`src/rtl/scan_seq_pkg.sv`:
```
package scan_seq_pkg;

  typedef enum logic [2:0] {
    ST_IDLE   = 3'd0,
    ST_FCLR   = 3'd1,
    ST_FSHIFT = 3'd2,
    ST_LOAD   = 3'd3,
    ST_SETTLE = 3'd4,
    ST_CAPT   = 3'd5,
    ST_UNLOAD = 3'd6,
    ST_DONE   = 3'd7
  } seq_state_e;

  // length of chain c: the first chain is the longest, each next one shorter by step
  function automatic int chain_len(int max_len, int step, int c);
    return max_len - c * step;
  endfunction

  // first func_q bit of chain c
  function automatic int chain_base(int max_len, int step, int c);
    int acc;
    acc = 0;
    for (int i = 0; i < c; i++) acc += chain_len(max_len, step, i);
    return acc;
  endfunction

  function automatic int total_bits(int max_len, int step, int n);
    return chain_base(max_len, step, n);
  endfunction

endpackage

```
`src/rtl/scan_seq_ctrl.sv`:
```
module scan_seq_ctrl
  import scan_seq_pkg::*;
#(
  parameter int MAX_LEN  = 8,
  parameter int PAT_W    = 8,
  parameter int SETTLE_W = 4
) (
  input  logic                clk,
  input  logic                rst_n,
  input  logic                start,
  input  logic                flush_start,
  input  logic [PAT_W-1:0]    pat_count,
  input  logic [SETTLE_W-1:0] settle_cycles,
  output logic                test_en,
  output logic                cap_strobe,
  output logic                done,
  output logic                scan_mode,
  output logic                zero_en,
  output logic                load_en,
  output logic                window_last,
  output logic                settle_last
);

  localparam int FLUSH_LEN = 2 * MAX_LEN;
  localparam int CNT_W     = $clog2(FLUSH_LEN + 1);

  function automatic logic [SETTLE_W-1:0] settle_limit(logic [SETTLE_W-1:0] v);
    return (v == '0) ? SETTLE_W'(1) : v;
  endfunction

  seq_state_e          state_q, state_d;
  logic [CNT_W-1:0]    cnt_q, cnt_d;
  logic [SETTLE_W-1:0] stl_q, stl_d;
  logic [SETTLE_W-1:0] stl_lim_q, stl_lim_d;
  logic [PAT_W-1:0]    pat_q, pat_d;
  logic                flush_last;

  assign window_last = (cnt_q == CNT_W'(MAX_LEN - 1));
  assign flush_last  = (cnt_q == CNT_W'(FLUSH_LEN - 1));
  assign settle_last = (stl_q == stl_lim_q - SETTLE_W'(1));

  always_comb begin
    state_d   = state_q;
    cnt_d     = cnt_q;
    stl_d     = stl_q;
    stl_lim_d = stl_lim_q;
    pat_d     = pat_q;
    unique case (state_q)
      ST_IDLE, ST_DONE: begin
        if (flush_start) begin
          state_d = ST_FCLR;
        end else if (start) begin
          stl_lim_d = settle_limit(settle_cycles);
          pat_d     = pat_count;
          cnt_d     = '0;
          state_d   = (pat_count == '0) ? ST_DONE : ST_LOAD;
        end
      end
      ST_FCLR: begin
        cnt_d   = '0;
        state_d = ST_FSHIFT;
      end
      ST_FSHIFT: begin
        cnt_d = cnt_q + CNT_W'(1);
        if (flush_last) state_d = ST_IDLE;
      end
      ST_LOAD: begin
        cnt_d = cnt_q + CNT_W'(1);
        if (window_last) begin
          stl_d   = '0;
          state_d = ST_SETTLE;
        end
      end
      ST_SETTLE: begin
        stl_d = stl_q + SETTLE_W'(1);
        if (settle_last) state_d = ST_CAPT;
      end
      ST_CAPT: begin
        pat_d   = pat_q - PAT_W'(1);
        cnt_d   = '0;
        state_d = (pat_q == PAT_W'(1)) ? ST_UNLOAD : ST_LOAD;
      end
      ST_UNLOAD: begin
        cnt_d = cnt_q + CNT_W'(1);
        if (window_last) state_d = ST_DONE;
      end
      default: state_d = ST_IDLE;
    endcase
  end

  always_ff @(posedge clk or negedge rst_n) begin
    if (!rst_n) begin
      state_q   <= ST_IDLE;
      cnt_q     <= '0;
      stl_q     <= '0;
      stl_lim_q <= SETTLE_W'(1);
      pat_q     <= '0;
    end else begin
      state_q   <= state_d;
      cnt_q     <= cnt_d;
      stl_q     <= stl_d;
      stl_lim_q <= stl_lim_d;
      pat_q     <= pat_d;
    end
  end

  assign test_en    = (state_q == ST_LOAD) || (state_q == ST_UNLOAD) || (state_q == ST_FSHIFT);
  assign cap_strobe = (state_q == ST_CAPT);
  assign done       = (state_q == ST_DONE);
  assign scan_mode  = (state_q != ST_IDLE) && (state_q != ST_DONE);
  assign zero_en    = (state_q == ST_FCLR);
  assign load_en    = !scan_mode || cap_strobe;

endmodule

```
`src/rtl/scan_cell_bank.sv`:
```
module scan_cell_bank
  import scan_seq_pkg::*;
#(
  parameter int NUM_CHAINS = 2,
  parameter int MAX_LEN    = 8,
  parameter int LEN_STEP   = 3,
  parameter int TOTAL      = 13
) (
  input  logic                  clk,
  input  logic                  cell_clr_n,
  input  logic                  shift_en,
  input  logic                  load_en,
  input  logic                  zero_en,
  input  logic [NUM_CHAINS-1:0] scan_in,
  input  logic [TOTAL-1:0]      func_d,
  output logic [TOTAL-1:0]      func_q,
  output logic [NUM_CHAINS-1:0] scan_out
);

  for (genvar c = 0; c < NUM_CHAINS; c++) begin : g_chain
    localparam int L = chain_len(MAX_LEN, LEN_STEP, c);
    localparam int B = chain_base(MAX_LEN, LEN_STEP, c);

    logic [L-1:0] cq;
    logic [L-1:0] shifted;

    if (L == 1) begin : g_single
      assign shifted = scan_in[c];
    end else begin : g_multi
      assign shifted = {cq[L-2:0], scan_in[c]};
    end

    always_ff @(posedge clk or negedge cell_clr_n) begin
      if (!cell_clr_n)   cq <= '0;
      else if (zero_en)  cq <= '0;
      else if (shift_en) cq <= shifted;
      else if (load_en)  cq <= func_d[B +: L];
    end

    assign func_q[B +: L] = cq;
    assign scan_out[c]    = cq[L-1];
  end

endmodule

```
`src/rtl/scan_safety_gate.sv`:
```
module scan_safety_gate (
  input  logic rst_n,
  input  logic func_clr_n,
  input  logic scan_mode,
  input  logic test_en,
  input  logic mem_we_in,
  output logic cell_clr_n,
  output logic mem_we_out
);

  // functional clear only reaches the cells outside scan activity
  assign cell_clr_n = rst_n && (func_clr_n || scan_mode);
  // no memory writes while the chains shift
  assign mem_we_out = mem_we_in && !test_en;

endmodule

```
`src/rtl/scan_test_sequencer.sv`:
```
module scan_test_sequencer
  import scan_seq_pkg::*;
#(
  parameter int NUM_CHAINS = 2,
  parameter int MAX_LEN    = 8,
  parameter int LEN_STEP   = 3,
  parameter int PAT_W      = 8,
  parameter int SETTLE_W   = 4,
  localparam int TOTAL     = total_bits(MAX_LEN, LEN_STEP, NUM_CHAINS)
) (
  input  logic                  clk,
  input  logic                  rst_n,
  input  logic                  start,
  input  logic                  flush_start,
  input  logic [PAT_W-1:0]      pat_count,
  input  logic [SETTLE_W-1:0]   settle_cycles,
  input  logic [NUM_CHAINS-1:0] scan_in,
  input  logic [TOTAL-1:0]      func_d,
  input  logic                  func_clr_n,
  input  logic                  mem_we_in,
  output logic [NUM_CHAINS-1:0] scan_out,
  output logic                  test_en,
  output logic                  cap_strobe,
  output logic [TOTAL-1:0]      func_q,
  output logic                  mem_we_out,
  output logic                  done
);

  // internal events brought out for the checker
  logic scan_mode;
  logic zero_en;
  logic load_en;
  logic window_last;
  logic settle_last;
  logic cell_clr_n;

  scan_seq_ctrl #(
    .MAX_LEN (MAX_LEN),
    .PAT_W   (PAT_W),
    .SETTLE_W(SETTLE_W)
  ) u_ctrl (
    .clk          (clk),
    .rst_n        (rst_n),
    .start        (start),
    .flush_start  (flush_start),
    .pat_count    (pat_count),
    .settle_cycles(settle_cycles),
    .test_en      (test_en),
    .cap_strobe   (cap_strobe),
    .done         (done),
    .scan_mode    (scan_mode),
    .zero_en      (zero_en),
    .load_en      (load_en),
    .window_last  (window_last),
    .settle_last  (settle_last)
  );

  scan_safety_gate u_gate (
    .rst_n     (rst_n),
    .func_clr_n(func_clr_n),
    .scan_mode (scan_mode),
    .test_en   (test_en),
    .mem_we_in (mem_we_in),
    .cell_clr_n(cell_clr_n),
    .mem_we_out(mem_we_out)
  );

  scan_cell_bank #(
    .NUM_CHAINS(NUM_CHAINS),
    .MAX_LEN   (MAX_LEN),
    .LEN_STEP  (LEN_STEP),
    .TOTAL     (TOTAL)
  ) u_bank (
    .clk       (clk),
    .cell_clr_n(cell_clr_n),
    .shift_en  (test_en),
    .load_en   (load_en),
    .zero_en   (zero_en),
    .scan_in   (scan_in),
    .func_d    (func_d),
    .func_q    (func_q),
    .scan_out  (scan_out)
  );

endmodule

```
`config.mk`:
```
export PLATFORM = sky130hd
export DESIGN_NAME = scan_test_sequencer
export DESIGN_NICKNAME = d
export VERILOG_FILES = /design/src/rtl/scan_seq_pkg.sv /design/src/rtl/scan_seq_ctrl.sv /design/src/rtl/scan_cell_bank.sv /design/src/rtl/scan_safety_gate.sv /design/src/rtl/scan_test_sequencer.sv
export SDC_FILE = /design/constraint.sdc
export NUM_CORES = 1
export LEC_CHECK = 0
export ABC_CLOCK_PERIOD_IN_PS = 2100
export BUFFER_PORTS_ARGS = -buffer_cell sky130_fd_sc_hd__clkbuf_2
export CORE_MARGIN = 2
export CORE_UTILIZATION = 58
export DETAILED_ROUTE_END_ITERATION = 16
export PLACE_DENSITY = 0.85
export RECOVER_POWER = 100
export SYNTH_ARGS = -nofsm -noshare
export SYNTH_HDL_FRONTEND = slang
export SYNTH_SLANG_ARGS = --single-unit
```
`constraint.sdc`:
```
create_clock -name clk -period 2.1 [get_ports clk]
set_input_delay 0 -clock clk [delete_from_list [all_inputs] [get_ports clk]]
set_output_delay 0 -clock clk [all_outputs]
set_load 0.02 [all_outputs]
```
Yosys cells after proc, flatten, opt, wreduce, memory -nomap -nowiden
Index checks and enable logic that the tools add are counted.
W data, S select, Z words.
Cells by class
  eq/ne operators: 19
  reductions and logical operators: 25
  bitwise operators: 1
  $add $sub $neg: 4
  muxes and demuxes: 24
Operators by type and width (number)
  $mux W8: 5
  $mux W5: 5
  $mux W3: 8
  $pmux W3 S7: 1
  $pmux W8 S2: 1
  $pmux W5 S3: 1
  $eq A3 B3 Y1 const B: 4
  $reduce_and A3 Y1: 3
  $reduce_bool A3 Y1: 3
  $eq A8 B1 Y1 const B: 1
  $logic_not A8 Y1: 1
  $mux W4: 2
  $pmux W4 S2: 1
  $sub A8 B1 Y8 const B: 1
  $eq A3 B2 Y1 const B: 2
  $ne A2 B1 Y1 const B: 3
  $ne A2 B2 Y1 const B: 3
  $ne A3 B3 Y1 const B: 2
  $add A5 B1 Y5 const B: 1
  $eq A5 B3 Y1 const B: 1
  $eq A5 B4 Y1 const B: 1
  $reduce_and A5 Y1: 1
  $add A4 B1 Y4 const B: 1
  $eq A4 B4 Y1: 1
  other kinds (12): 20
Storage, ports and cells
  register bits after elaboration: 37
  output and inout bits: 19

Depth between registers and ports, before layout
Gate-level depths: netlist of run 1.
  depth in word-level cells: 7
  gate-level depth with buffers: 8
  mapped depth without buffers: 7

Modules after synthesis
Synthesis of run 1 repeated with hierarchy kept, for this count alone.
Second synthesis, totals
  cell total of the unflattened synthesis: 233
  area total of the unflattened synthesis: 2297.2 µm²
By module, submodules not included
  scan_seq_ctrl: instances 1, cells an instance 171, area an instance 1587.8 µm², sequential area each 601.8 µm²
  scan_cell_bank: instances 1, cells an instance 60, area an instance 695.7 µm², sequential area each 325.3 µm²
  scan_safety_gate: instances 1, cells an instance 2, area an instance 13.8 µm², sequential area each 0.0 µm²

Worst setup path before layout of run 1
OpenSTA, ideal clock, no wires.
  path type: reg2reg
  from: register u_ctrl.stl_lim_q[0]
  to: register u_ctrl.state_q[0]
  setup time: 0.079 ns
  cell stages (with the launch flop): 8
  path buffers: 0
  arrival: 1.753 ns
  slack: 0.268 ns
  path through: dfstp_2 inv_1 ha_1 xnor3_1 nand3_1 a21oi_1 and3_4 mux2i_1
Between the ends
  word-level cells in the longest chain between the ends: 4
Ends and longest elaborated chain
  start, declared: RTL line scan_seq_ctrl.sv:34  | logic [SETTLE_W-1:0] stl_lim_q, stl_lim_d;
  start signal, assigned: RTL line scan_seq_ctrl.sv:102  | stl_lim_q <= stl_lim_d;
  $sub A4 B1 Y4: RTL line scan_seq_ctrl.sv:40  | assign settle_last = (stl_q == stl_lim_q - SETTLE_W'(1));
  $eq A4 B4 Y1: RTL line scan_seq_ctrl.sv:40
  $ne A2 B2 Y1 (no line)
  $reduce_and A5 Y1 (no line)
  end signal, assigned: RTL line scan_seq_ctrl.sv:99  | state_q <= state_d;
  end, declared: RTL line scan_seq_ctrl.sv:31  | seq_state_e state_q, state_d;
No other way between the ends.
A chain may end at the register's enable or synchronous reset.

Worst setup path in the final report of run 1
Same ends and word-level chain as after synthesis.

==> results of run 1 <==
## layer usage
metal  vias up  wire, µm  part of all wire [%]
li1       1019         -                     -
met1      1039      2583                    43
met2        85      2968                    49
met3        13       341                   5.7
met4         0       103                   1.7
met5         -         0                     0
## critical path, cell delays in order (launching register included)
cell,delay (ps)
dfstp_2,560
inv_1,60
ha_1,190
xnor3_1,350
nand3_1,100
a21oi_2,210
and3_4,230
mux2i_1,170
## flip-flops by register name (all words and copies together) (netlist names)
signal             count
u_bank.g_chain.cq     13
u_ctrl.stl_lim_q       4
u_ctrl.state_q         3
u_ctrl.pat_q           8
u_ctrl.cnt_q           5
u_ctrl.stl_q           4
## metrics by stage
stage                     instances  power [mW]  util, %
after floorplan                 240       2.943        -
after global placement          331       3.329    68.52
after global routing            362       4.350    76.34
final                           362       4.068    76.34
after detailed placement        331       3.405    68.52
after CTS                       362       4.099    77.77
## power by group through the flow
stage                     logic (mW)  clock network, mW  registers (mW)
after CTS                       2.14              0.657            1.30
after global placement          2.03                  0            1.30
after global routing            2.30              0.689            1.36
after detailed placement        2.09                  0            1.31
final                           2.08              0.663            1.32
after floorplan                 1.58                  0            1.36
## final cells by class
cell class / count / area [µm²]
Clock inverter: 1 / 30.03
Fill cell: 269 / 885.9
Tap cell: 48 / 60.06
Clock buffer: 7 / 86.33
Timing Repair Buffer: 82 / 503.0
Inverter: 9 / 33.78
Sequential cell: 37 / 927.1
Multi-Input combinational cell: 178 / 1217
## timing repair
item,CTS,global route
endpoints found under the hold margin,55,0
gates resized for setup,0,1
setup endpoints to repair,0,2
hold buffers,23,0
## worst max path at each step
stage	slack [ps]	start	depth (start not counted)	end
final	150	u_ctrl.stl_lim_q[0]	7	u_ctrl.state_q[0]
after global routing	20	u_ctrl.stl_lim_q[0]	7	u_ctrl.state_q[0]
after CTS	80	u_ctrl.stl_lim_q[0]	7	u_ctrl.state_q[0]
after detailed placement	140	u_ctrl.stl_lim_q[0]	7	u_ctrl.state_q[0]
after global placement	220	u_ctrl.stl_lim_q[0]	7	u_ctrl.state_q[0]
after floorplan	270	u_ctrl.stl_lim_q[0]	7	u_ctrl.state_q[0]
## kinds of logic after synthesis
| logic type | share of synthesized area (%) |
|---|---|
| flops | 40.10 |
| xor+xnor | 2.868 |
| mux | 7.521 |
| simple gates | 17.59 |
| compound gates | 21.92 |
| buf+inv | 6.764 |
| fa+ha+maj | 3.247 |
## placed cells by master, fill, tap and decap left out, types with 2 or more instances in the layout
master / n
ha_1: 6
nand2_1: 17
a22oi_1: 5
o21ai_0: 21
and3_1: 2
clkbuf_1: 25
nor4_1: 3
a211oi_1: 2
nor3_1: 9
a21oi_2: 2
clkbuf_8: 6
xor2_1: 3
mux2_2: 3
a21oi_1: 9
xnor2_1: 2
dfrtp_1: 36
nor2_1: 30
clkbuf_2: 32
or2_2: 3
nand3_1: 5
dlygate4sd3_1: 23
a221o_1: 12
o21a_1: 2
a22o_1: 4
buf_4: 3
inv_1: 9
mux2i_1: 14
o21ai_1: 3
==> metrics, run 1 <==
run status=finished, violations left; violations in the final reports=hold timing; count of clock tree sinks=37; Flop pwr share=32.5%; list of most frequent post-synthesis cells=36 x dfrtp_1, 29 x nor2_1, 19 x o21ai_0, 17 x nand2_1, 14 x mux2i_1; final cell area excluding filler cells=0.002858 mm²; number of buffers inserted to repair setup after CTS=0; Endpoint, Worst Hold=u_ctrl.pat_q[4]; depth of the CTS H-tree=2; post-synth cell types=52; global-route wire length before repair=9756 µm; total power divided by cell area=1423 mW/mm²; sum of routed wire length over all layers=5996 µm; worst r2r src=u_ctrl.stl_lim_q[0]; number of rows created at floorplan=22; final critical-path required period=1947 ps; largest area contributor in the netlist=dfrtp_1; Worst-Skew Late Latency=310 ps; setup tns final=0 ps; RSZ-0062 raised after global routing=false; destination of the worst register-to-register timing path=u_ctrl.state_q[0]; Pins Over Slew Limit=0; Hold Vio Cnt, Final=1; Critical Path RT=2340 ps; EDFF count, synth=0; DR WL/cell=16.56 µm; sequential element share of the synthesized area=40.10%; Tightest Pin Transition=1294 ps; last weighted congestion value of the routability-driven placer=0.7970; placeable core region=0.003744 mm²; post-route clock period utilization=92.74%; overflow left after global routing=0; netlist area before placement=0.002312 mm²; clk slew on worst S/H paths=80 ps; Net Sw Frac=44.26%; Top-Level Pins=52; final count of negative-setup-slack endpoints=0; n_diodes=0; # DRC=0; drt via density=5.956; synthesized instance count=240; sum of net half-perimeters after detailed placement=3819 µm; Post-Syn Area per Cell=9.634 µm²; tightest slew margin relative to the limit=13.71%; proportion of register bits with asynchronous set or reset after synthesis=100.0%; R2R depth=7; worst setup slack for register-to-register paths=150 ps; Min-Delay Path Class=primary input to register; portion of total power attributed to combinational logic=51.2%; Net Count, Synth=279; total number of yosys warnings=0; PnR worst setup slack=152.5 ps; Main synth FF type=dfrtp_1; via count of the first global-routing pass=2,160; data arrival at the endpoint of the critical path=2180 ps; Setup Skew=6.868 ps; clock buffer count from CTS=5; cell depth of the worst hold path=3; Internal Pwr Total=2.268 mW; post-synthesis register bit count=37; category of the worst setup path launch point=register; top post-synthesis cells by area=dfrtp_1 39%, mux2i_1 6.1%, a221o_1 5.2%; share of total power in the clock network=16.3%; met2 Usage GRT=48.64%; met1 Track Usage GR=36.19%; CTS tree=yes; top achievable clock speed=513.5 MHz; peak supply drop=0.0009964 V; top-area cell type share of the netlist area=38.96%; number of port buffers=51; crit end category=register; number of detailed-routing iterations run before antenna repair=5; busiest metal layer after global routing=met2; min-delay src=pat_count[4]; die outline height=67.14 µm; highest fanout seen on the critical path=3; largest net degree at the start of global routing=25; Horiz. Die Dim=67.14 µm; total global-route track usage=29.08%; number of violations of the max-capacitance limit=0; Clock Tree Buf Depth=2; final layout net count=352; Placed Instance Area=0.002565 mm²; Total Die Area=0.004508 mm²; DR vias=2,156; top-count cell post-synth=dfrtp_1; Setup CP Type=register to register; drt first-iter violations=165; layout cell share with drive strength beyond 1=18.47%; met3 usage in global routing=8.000%; leakage power of the design=1.308 nW; root cell of the clock tree=clkbuf_8; starting density of the core=61.76%; switching power summed over all nets=1.800 mW; antenna violations before repair=0; remaining antenna violation count=0; Place WS=142.3 ps; worst hold slack after final layout=-3.124 ps; synthesis-to-finish area growth=23.59%
(Power assumes the default switching activity.)
==> run 2: changes to the inputs <==
--- a/config.mk
+++ b/config.mk
@@ -7,7 +7,6 @@
 export LEC_CHECK = 0
 export ABC_CLOCK_PERIOD_IN_PS = 2100
 export BUFFER_PORTS_ARGS = -buffer_cell sky130_fd_sc_hd__clkbuf_2
-export CORE_MARGIN = 2
 export CORE_UTILIZATION = 58
 export DETAILED_ROUTE_END_ITERATION = 16
 export PLACE_DENSITY = 0.85
==> metrics, run 2 (synthesized netlist as in run 1, its figures left out) <==
count of clock tree sinks=37 (unchanged); number of cells in the finished layout apart from fillers=360 (was 362); last weighted congestion value of the routability-driven placer=0.8585 (was 0.7970); Placed Instance Area=0.002565 mm² (unchanged); drt via density=5.878 (was 5.956); Pins Over Slew Limit=0 (unchanged); clock buffer count from CTS=5 (unchanged); critical path buffer and inverter count=1 (unchanged); die outline height=65.14 µm (was 67.14 µm); clk slew on worst S/H paths=70 ps (was 80 ps); Reg area=928.4 µm² (was 927.1 µm²); Placed Cells incl. Taps=331 (unchanged); Horiz. Die Dim=65.14 µm (was 67.14 µm); CTS tree=yes (unchanged); Worst-Skew Late Latency=310 ps (about the same); setup tns final=0 ps (unchanged); Tightest Pin Transition=1289 ps (was 1294 ps); worst hold slack after final layout=19.05 ps (was -3.124 ps); depth of the CTS H-tree=2 (unchanged); number of port buffers=51 (unchanged); most frequent cells in the layout=35 x dfrtp_1, 33 x clkbuf_2, 31 x nor2_1, 23 x o21ai_0, 22 x dlygate4sd3_1 (was 36 x dfrtp_1, 32 x clkbuf_2, 30 x nor2_1, 25 x clkbuf_1, 23 x dlygate4sd3_1); max FFs per register=13 (unchanged); sum of routed wire length over all layers=5675 µm (was 5996 µm); crit end category=register (unchanged); largest net degree at the start of global routing=25 (unchanged); global-route wire length before repair=9459 µm (was 9756 µm); final cell area excluding filler cells=0.002840 mm² (was 0.002858 mm²); fill count=262 (was 269); Setup Skew=16.94 ps (was 6.868 ps); DR vias=2,116 (was 2,156); most frequent standard cell in the layout excluding fill and tap cells=dfrtp_1 (unchanged); leakage power of the design=1.295 nW (was 1.308 nW); # DRC=0 (unchanged); Top-Level Pins=52 (unchanged); tightest slew margin relative to the limit=14.10% (was 13.71%); drt first-iter violations=99 (was 165); layout cell share with drive strength beyond 1=20.19% (was 18.47%); post-route clock period utilization=93.72% (was 92.74%); number of detailed-routing iterations run before antenna repair=4 (was 5); worst path cell trace=inv_1 > ha_1 > xnor3_1 > nand3_1 > a21oi_1 > and3_4 > mux2i_1 (was inv_1 > ha_1 > xnor3_1 > nand3_1 > a21oi_2 > and3_4 > mux2i_1); number of violations of the max-capacitance limit=0 (unchanged); footprint of the multi-input gates=0.001196 mm² (was 0.001217 mm²); synthesis-to-finish area growth=22.84% (was 23.59%); Largest delay share family, worst path=flip-flops (unchanged); RSZ-0062 raised after global routing=false (unchanged); final count of negative-setup-slack endpoints=0 (unchanged); slowest CP cell=dfstp_2 (unchanged); Setup CP Type=register to register (unchanged); placeable core region=0.003744 mm² (unchanged); Clock Tree Buf Depth=2 (unchanged); peak supply drop=0.0008871 V (was 0.0009964 V); total global-route track usage=29.70% (was 29.08%); highest fanout seen on the critical path=3 (unchanged); via count of the first global-routing pass=2,038 (was 2,160); overflow left after global routing=0 (unchanged); sum of net half-perimeters after detailed placement=3552 µm (was 3819 µm); DR WL/cell=15.76 µm (was 16.56 µm); final layout net count=350 (was 352); root cell of the clock tree=clkbuf_8 (unchanged); total power divided by cell area=1423 mW/mm² (about the same); final critical-path required period=1968 ps (was 1947 ps); Reg with most FFs=u_bank.g_chain.cq (unchanged); registers with the highest flip-flop counts=u_bank.g_chain.cq: 13 flops, u_ctrl.pat_q: 8 flops, u_ctrl.cnt_q: 5 flops (unchanged); remaining antenna violation count=0 (unchanged); starting density of the core=61.76% (unchanged); Min-Delay Path Class=primary input to register (unchanged); number of rows created at floorplan=22 (unchanged); delay contributed by the slowest stage of the critical path=550 ps (was 560 ps); n_diodes=0 (unchanged); Util after Layout=75.87% (was 76.34%); run status=completed (was finished, violations left); data arrival at the endpoint of the critical path=2190 ps (was 2180 ps); Critical Path RT=2320 ps (was 2340 ps); antenna violations before repair=0 (unchanged); Hold Vio Cnt, Final=0 (was 1); category of the worst setup path launch point=register (unchanged); Total Die Area=0.004243 mm² (was 0.004508 mm²); top achievable clock speed=508.1 MHz (was 513.5 MHz)
## run 2: cell count changes in the layout (fill, tap and decap cells not counted), sizes merged
cell | before | now
buf | 3 | 6
clkbuf | 63 | 58
clkinvlp | 0 | 1
dlygate4sd3 | 23 | 22
## run 2: path summary, 6_finish.rpt
path / start / to / slack, ps / cells past startpoint
worst min register to register: u_ctrl.stl_lim_q[0] / u_ctrl.stl_lim_q[0] / 510 / 2
worst max register to register: u_ctrl.stl_lim_q[0] / u_ctrl.state_q[0] / 130 / 7
max in group asynchronous: rst_n / u_ctrl.state_q[2] / 530 / 3
min in group asynchronous: func_clr_n / u_bank.g_chain[1].cq[0] / 330 / 3
worst min-delay path: pat_count[3] / u_ctrl.pat_q[3] / 20 / 3
worst max-delay path: u_ctrl.stl_lim_q[0] / u_ctrl.state_q[0] / 130 / 7
## run 2: layout make-up
| cell class | instances | area share (%) |
|---|---|---|
| Sequential cell | 37 | 32.69 |
| Inverter | 9 | 1.189 |
| Multi-Input combinational cell | 178 | 42.11 |
| Tap cell | 48 | 2.115 |
| Timing Repair Buffer | 80 | 17.67 |
| Clock inverter | 2 | 1.322 |
| Clock buffer | 6 | 2.907 |
## run 2: worst min-delay path: stages
cell and delay (ps):
clkbuf_2 90, a21oi_1 60, o21ai_0 130
## run 2: stage by stage
step / total power [mW] / setup WS (ps)
CTS: 4.100 / 38.35
global route: 4.327 / 14.56
floorplan: 2.943 / 268.1
finish: 4.040 / 131.8
global placement: 3.325 / 226.1
detailed placement: 3.371 / 153.0
## run 2: metal layers
metal  vias to the layer above  track usage, %  share of wire (%)
li1                       1019               -                  -
met1                      1004           36.66                 43
met2                        76           50.13                 50
met3                        17           7.118                4.9
met4                         0           11.68                2.4
met5                         -               0                  0
## run 2: repair_timing
item / CTS / global route
hold endpoints to repair: 54 / 0
resized for setup: 0 / 1
hold buffers: 22 / 0
endpoints found under the setup margin: 0 / 2
setup buffers: 0 / 0
## run 2: power by group
group	switching (mW)	internal [mW]	total (mW)	leakage, nW
clock network	0.274	0.386	0.660	0.0574
registers	0.284	1.02	1.30	0.463
logic	1.18	0.895	2.08	0.775
total	1.74	2.30	4.04	1.30
